==> config.mk <==
export PLATFORM = sky130hd
export DESIGN_NAME = pred_exec_unit
export DESIGN_NICKNAME = d
export VERILOG_FILES = /design/src/rtl/pe_pkg.sv /design/src/rtl/pe_regfile.sv /design/src/rtl/pe_guard.sv /design/src/rtl/pe_shift_alu.sv /design/src/rtl/pred_exec_unit.sv
export SDC_FILE = /design/constraint.sdc
export NUM_CORES = 1
export LEC_CHECK = 0
export CORE_ASPECT_RATIO = 1.2
export CORE_MARGIN = 8
export CORE_UTILIZATION = 45
export CTS_CLUSTER_SIZE = 30
export DETAILED_ROUTE_END_ITERATION = 7
export PLACE_DENSITY = 0.64
export SLEW_MARGIN = 20
export SYNTH_ARGS = -nofsm -noshare
export SYNTH_HDL_FRONTEND = slang
export SYNTH_SLANG_ARGS = --single-unit
==> constraint.sdc <==
create_clock -name clk -period 15 [get_ports clk]
set_clock_uncertainty 0.1 [all_clocks]
set_input_delay 4.5 -clock clk [delete_from_list [all_inputs] [get_ports clk]]
set_output_delay 4.5 -clock clk [all_outputs]
set_load 0.005 [all_outputs]
==> src/rtl/pe_pkg.sv <==
package pe_pkg;
  typedef enum logic [2:0] {
    OP_ADD  = 3'd0,
    OP_SUB  = 3'd1,
    OP_CMP  = 3'd2,
    OP_MOVI = 3'd3,
    OP_BR   = 3'd4
  } pe_op_e;

  typedef enum logic [3:0] {
    G_ALWAYS = 4'd0,
    G_ABOVE  = 4'd1,
    G_SAME   = 4'd2,
    G_BELOW  = 4'd3,
    G_DIFF   = 4'd4
  } pe_guard_e;

  localparam int FL_ABOVE = 2;
  localparam int FL_SAME  = 1;
  localparam int FL_BELOW = 0;
  localparam logic [2:0] FLAGS_RESET = 3'b010;
endpackage

==> src/rtl/pe_regfile.sv <==
module pe_regfile #(
  parameter int N = 8,
  parameter int W = 32,
  localparam int AW = $clog2(N)
) (
  input  logic          clk,
  input  logic          rst_n,
  input  logic [AW-1:0] ra_a,
  input  logic [AW-1:0] ra_b,
  output logic [W-1:0]  rd_a,
  output logic [W-1:0]  rd_b,
  input  logic          we,
  input  logic [AW-1:0] wa,
  input  logic [W-1:0]  wd
);
  logic [W-1:0] cells [N];

  for (genvar i = 0; i < N; i++) begin : g_cell
    always_ff @(posedge clk) begin
      if (!rst_n)
        cells[i] <= '0;
      else if (we && (wa == AW'(i)))
        cells[i] <= wd;
    end
  end

  assign rd_a = cells[ra_a];
  assign rd_b = cells[ra_b];
endmodule

==> src/rtl/pe_guard.sv <==
module pe_guard
  import pe_pkg::*;
(
  input  logic [3:0] guard,
  input  logic [2:0] flags,
  output logic       holds
);
  function automatic logic guard_eval(input logic [3:0] g, input logic [2:0] f);
    case (pe_guard_e'(g))
      G_ALWAYS: return 1'b1;
      G_ABOVE:  return f[FL_ABOVE];
      G_SAME:   return f[FL_SAME];
      G_BELOW:  return f[FL_BELOW];
      G_DIFF:   return !f[FL_SAME];
      default:  return 1'b0;
    endcase
  endfunction

  assign holds = guard_eval(guard, flags);
endmodule

==> src/rtl/pe_shift_alu.sv <==
module pe_shift_alu
  import pe_pkg::*;
#(
  parameter int W = 32,
  localparam int SW = $clog2(W)
) (
  input  logic [2:0]    op,
  input  logic [W-1:0]  a,
  input  logic [W-1:0]  b_raw,
  input  logic [SW-1:0] shamt,
  input  logic [W-1:0]  imm,
  output logic [W-1:0]  result,
  output logic [2:0]    rel
);
  function automatic logic [W-1:0] scale(input logic [W-1:0] v, input logic [SW-1:0] s);
    return v << s;
  endfunction

  function automatic logic [2:0] relate(input logic [W-1:0] x, input logic [W-1:0] y);
    logic [2:0] f;
    f = '0;
    if (x > y)       f[FL_ABOVE] = 1'b1;
    else if (x == y) f[FL_SAME]  = 1'b1;
    else             f[FL_BELOW] = 1'b1;
    return f;
  endfunction

  logic [W-1:0] b_sh;
  assign b_sh = scale(b_raw, shamt);
  assign rel  = relate(a, b_sh);

  always_comb begin
    case (pe_op_e'(op))
      OP_ADD:  result = a + b_sh;
      OP_SUB:  result = a - b_sh;
      OP_MOVI: result = imm;
      default: result = '0;
    endcase
  end
endmodule

==> src/rtl/pred_exec_unit.sv <==
module pred_exec_unit
  import pe_pkg::*;
#(
  parameter int DATA_W = 32,
  parameter int REG_N  = 8,
  localparam int AW = $clog2(REG_N),
  localparam int SW = $clog2(DATA_W)
) (
  input  logic              clk,
  input  logic              rst_n,
  input  logic              in_valid,
  input  logic [2:0]        in_op,
  input  logic [3:0]        in_cond,
  input  logic [AW-1:0]     in_rd,
  input  logic [AW-1:0]     in_rn,
  input  logic [AW-1:0]     in_rm,
  input  logic [SW-1:0]     in_shamt,
  input  logic [DATA_W-1:0] in_imm,
  output logic              out_valid,
  output logic              out_pass,
  output logic              out_wen,
  output logic [AW-1:0]     out_waddr,
  output logic [DATA_W-1:0] out_wdata,
  output logic              out_branch,
  output logic [2:0]        out_flags
);
  logic [DATA_W-1:0] op_a, op_b, alu_res;
  logic [2:0]        rel;
  logic              guard_holds;

  // named events for the checker
  logic guard_ok, do_write, do_flags, do_branch;

  pe_regfile #(.N(REG_N), .W(DATA_W)) i_rf (
    .clk(clk), .rst_n(rst_n),
    .ra_a(in_rn), .ra_b(in_rm), .rd_a(op_a), .rd_b(op_b),
    .we(do_write), .wa(in_rd), .wd(alu_res)
  );

  pe_guard i_guard (.guard(in_cond), .flags(out_flags), .holds(guard_holds));

  pe_shift_alu #(.W(DATA_W)) i_alu (
    .op(in_op), .a(op_a), .b_raw(op_b), .shamt(in_shamt),
    .imm(in_imm), .result(alu_res), .rel(rel)
  );

  assign guard_ok  = in_valid && guard_holds;
  assign do_write  = guard_ok && (in_op == OP_ADD || in_op == OP_SUB || in_op == OP_MOVI);
  assign do_flags  = guard_ok && (in_op == OP_CMP);
  assign do_branch = guard_ok && (in_op == OP_BR);

  always_ff @(posedge clk) begin
    if (!rst_n) begin
      out_flags  <= FLAGS_RESET;
      out_valid  <= 1'b0;
      out_pass   <= 1'b0;
      out_wen    <= 1'b0;
      out_waddr  <= '0;
      out_wdata  <= '0;
      out_branch <= 1'b0;
    end else begin
      if (do_flags) out_flags <= rel;
      out_valid  <= in_valid;
      out_pass   <= guard_ok;
      out_wen    <= do_write;
      out_waddr  <= do_write ? in_rd : '0;
      out_wdata  <= do_write ? alu_res : '0;
      out_branch <= do_branch;
    end
  end
endmodule

==> impl_summary.txt <==
----------------------------------------------------
[Critical path]
  Maximum net fanout on the critical path ... 36
  Critical Path Most Common Cell ... sky130_fd_sc_hd__o21ai_0
  Crit-path slowest cell ... sky130_fd_sc_hd__buf_4
  Crit-path cells ... buf_4 -> buf_4 -> mux4_2 -> mux2i_1 -> nand2_1 -> o21ai_0 -> nor2_1 -> a31oi_1 -> mux2_2 -> or2_2 -> ha_1 -> a21oi_1 -> o21ai_0 -> o21ai_0 -> o21ai_0 -> a2111oi_2 -> o21ai_0 -> xnor2_1 -> o221ai_1 -> a211oi_2 -> nor2_1
  Required time at the endpoint of the critical path ... 15.17 ns
  Max stage delay on crit path ... 0.71 ns
  Nature of the critical path endpoint ... register
  WP data arrival ... 11.22 ns
  Number of buffers and inverters on the critical path ... 2
  CP delay by family, top ... compound AO/OA/AOI/OAI gates
  Crit start category ... input port
  Worst setup path category ... in -> reg

[Final layout]
  Total Nets Final ... 1,940
  Post-Route Utilization ... 0.512
  Area grow syn2layout ... 12.5%
  Layout cell share with drive strength beyond 1 ... 0.183
  Area of all placed cells without fillers ... 21,900 um^2
  Fill cell instance count of the final layout ... 3,709
  Most frequent cells in the layout ... sky130_fd_sc_hd__nor2_1 (399), sky130_fd_sc_hd__edfxtp_1 (256), sky130_fd_sc_hd__mux4_2 (129)
  Most common library cell in the layout ignoring fill and taps ... sky130_fd_sc_hd__nor2_1

[Logic synthesis]
  Yosys warns ... 0
  Post-Syn Instances ... 1,778
  Number of synthesized flops with an enable pin ... 256
  Library cell with the largest summed area after synthesis ... sky130_fd_sc_hd__edfxtp_1
  Ranking of synthesized cells by area ... sky130_fd_sc_hd__edfxtp_1 (40%), sky130_fd_sc_hd__mux4_2 (15%), sky130_fd_sc_hd__nor2_1 (7.7%)
  Synth Flop Type ... sky130_fd_sc_hd__edfxtp_1
  Async S/R FF share, synth ... 0
  Avg Cell Area, Syn ... 10.9 um^2
  Area share of the largest cell type after synthesis ... 0.396
  Sequential fraction of the synthesis area ... 0.439
  Unique cell type count in the Yosys netlist ... 82
  Yosys reg bits ... 298
  Post-synth design cell area ... 19,400 um^2
  Post-synthesis net count ... 1,903

[Routing]
  First drt pass iteration count ... 6
  Vias post-DR ... 14,900
  DRC viols ... 0
  Detailed-route wire length per cell ... 26.0 um
  Vias/cell ... 6.25
  Total length of routed wires ... 62,100 um
  Count of routing violations after the opening detailed-route iteration ... 1,670
  Post-detailed-route count of antenna-violating nets ... 0

[Power]
  Lkg Pwr ... 7.91 nW
  Power density relative to cell area ... 105 nW/um^2
  Post-route total power ... 2.29 mW
  Max IR drop VDD ... 82.0 uV

[Clock network]
  Clock slew at the register clock pins of the worst setup and hold paths ... 0.07 ns
  Clock insertion delay at the later pin of the skew report ... 0.57 ns
  Sink count of the clock tree ... 298
  Post CTS Setup Buffer Count ... 0
  H-tree level count ... 1
  Clock Path Buffers ... 3
  Root cell of the clock tree ... sky130_fd_sc_hd__clkbuf_16
  Post-CTS resize count ... 0
  Number of clock buffers inserted by TritonCTS ... 29
  CTS tree ... done
  Hold-fix buffers at CTS ... 0

[STA]
  Tightest slew margin relative to the limit ... 0.230
  Crit path time final ... 11.05 ns
  Total Negative Setup Slacks ... 0 ns
  Unrepaired setup endpoints after global routing ... no
  Worst Max-Slew Pin Slew ... 1.15 ns
  Highest Clock Rate ... 90.5 MHz
  Worst Slack Setup Final ... 3.95 ns
  Share of the clock period used by the worst path ... 0.737
  Number of hold-slack violations in the final timing report ... 0
  Max Slew Vio Count ... 0
  Number of failing setup endpoints in the final timing report ... 0

[Die]
  Total Die Area ... 50,100 um^2
  Number of top-level pins ... 98
  Total number of placement rows ... 83
  Height of the die ... 244 um
  Core outline area ... 42,700 um^2
  Initial Utilization ... 0.455
  Die span in x ... 206 um

[GRT]
  Antenna violations before repair ... 0
  Number of global-route vias before repair ... 15,100
  Wire length of the first global-routing pass ... 92,200 um
  Total overflow reported by the global router ... 0
  Pin count of the biggest net entering global routing ... 65
  Overall routing resource usage ... 0.242

[Status]
  Result of the run ... finished clean

[Place]
  Total placed instance area ... 20,900 um^2
  Weighted congestion at the end of routability-driven global placement ... 0.959
  Number of buffer cells added on primary ports ... 97
  DP HPWL ... 41,200 um
  Worst-case setup slack after placement ... 3.48 ns

[Worst hold path]
  Class of the worst hold path ... reg -> reg

[Job]
  Max-cap violations ... 0

----------------------------------------------------
## stage by stage
step | std cells | hold WS (ns)
final | 2391 | 0.409
after global placement | 2333 | 0.381
after detailed placement | 2334 | 0.391
after global routing | 2390 | 0.418
after floorplan | 1778 | 0.366
after CTS | 2388 | 0.406
## flip-flops by register name, indices dropped and copies added (netlist names)
signal	flops
out_branch	1
out_wen	1
out_flags	3
out_pass	1
i_rf.cells	256
out_valid	1
out_wdata	32
out_waddr	3
## worst paths after layout
path                         start  cells after the start           endpoint  slack (ns)
hold reg to reg       out_flags[0]                      2       out_flags[0]        0.41
hold / removal        out_flags[0]                      2       out_flags[0]        0.41
setup / recovery          in_rm[0]                     21  i_rf.cells[3][24]        3.95
setup reg to reg  i_rf.cells[2][4]                     17  i_rf.cells[3][24]        8.76
## per-layer routing
| metal | vias up | wire length (um) | GRT usage |
|---|---|---|---|
| li1 | 6648 | - | - |
| met1 | 7410 | 24400 | 0.322 |
| met2 | 744 | 30300 | 0.405 |
| met3 | 130 | 5570 | 0.0297 |
| met4 | 0 | 1920 | 0.0812 |
| met5 | - | 0 | 0 |
## report_power, final
| part | internal [mW] | total [mW] | leakage [nW] | switching (mW) |
|---|---|---|---|---|
| clock network | 0.431 | 0.752 | 0.484 | 0.321 |
| registers | 0.923 | 0.935 | 2.98 | 0.0125 |
| logic | 0.225 | 0.603 | 4.44 | 0.378 |
## cells by family (layout without fill, tap and decap cells)
family / count (synthesis) / in the layout / synth area share
flops: 298 / 298 / 0.439
compound gates: 321 / 321 / 0.113
buf+inv: 186 / 246 / 0.0393
other cells: 0 / 1 / 0
mux: 239 / 239 / 0.210
simple gates: 630 / 630 / 0.138
fa+ha+maj: 69 / 69 / 0.0452
xor+xnor: 35 / 35 / 0.0158
## worst min-delay path, stage by stage, from the launching register on
cell and delay (ns):
sky130_fd_sc_hd__dfxtp_1 0.34, sky130_fd_sc_hd__nand2_1 0.06, sky130_fd_sc_hd__o22ai_1 0.06
## Yosys cell counts, types with 14 or more instances
cell type,instances
sky130_fd_sc_hd__nor2_1,401
sky130_fd_sc_hd__edfxtp_1,256
sky130_fd_sc_hd__mux4_2,129
sky130_fd_sc_hd__nand2_1,95
sky130_fd_sc_hd__clkbuf_1,86
sky130_fd_sc_hd__o21ai_0,85
sky130_fd_sc_hd__a21oi_1,80
sky130_fd_sc_hd__ha_1,67
sky130_fd_sc_hd__mux2_2,60
sky130_fd_sc_hd__inv_1,56
sky130_fd_sc_hd__mux2i_1,50
sky130_fd_sc_hd__dfxtp_1,42
sky130_fd_sc_hd__xnor2_1,30
sky130_fd_sc_hd__nand3_1,22
sky130_fd_sc_hd__a22oi_1,19
sky130_fd_sc_hd__nor2b_1,19
sky130_fd_sc_hd__nor3_1,17
sky130_fd_sc_hd__buf_1,16
sky130_fd_sc_hd__nand2b_1,15
sky130_fd_sc_hd__or2_2,15
sky130_fd_sc_hd__buf_2,14
sky130_fd_sc_hd__o21bai_1,14
## layout make-up
cell class                 count  area [um^2]  area share
multi-input combinational   1294        10200       0.468
sequential                   298         8530       0.390
timing repair buffer         132         1200      0.0549
clock buffer                  33          751      0.0343
tap                          552          691      0.0316
inverter                      60          225      0.0103
clock inverter                21          223      0.0102
antenna                        1         2.50    0.000114
No activity file was read; power rests on OpenSTA's default activity.
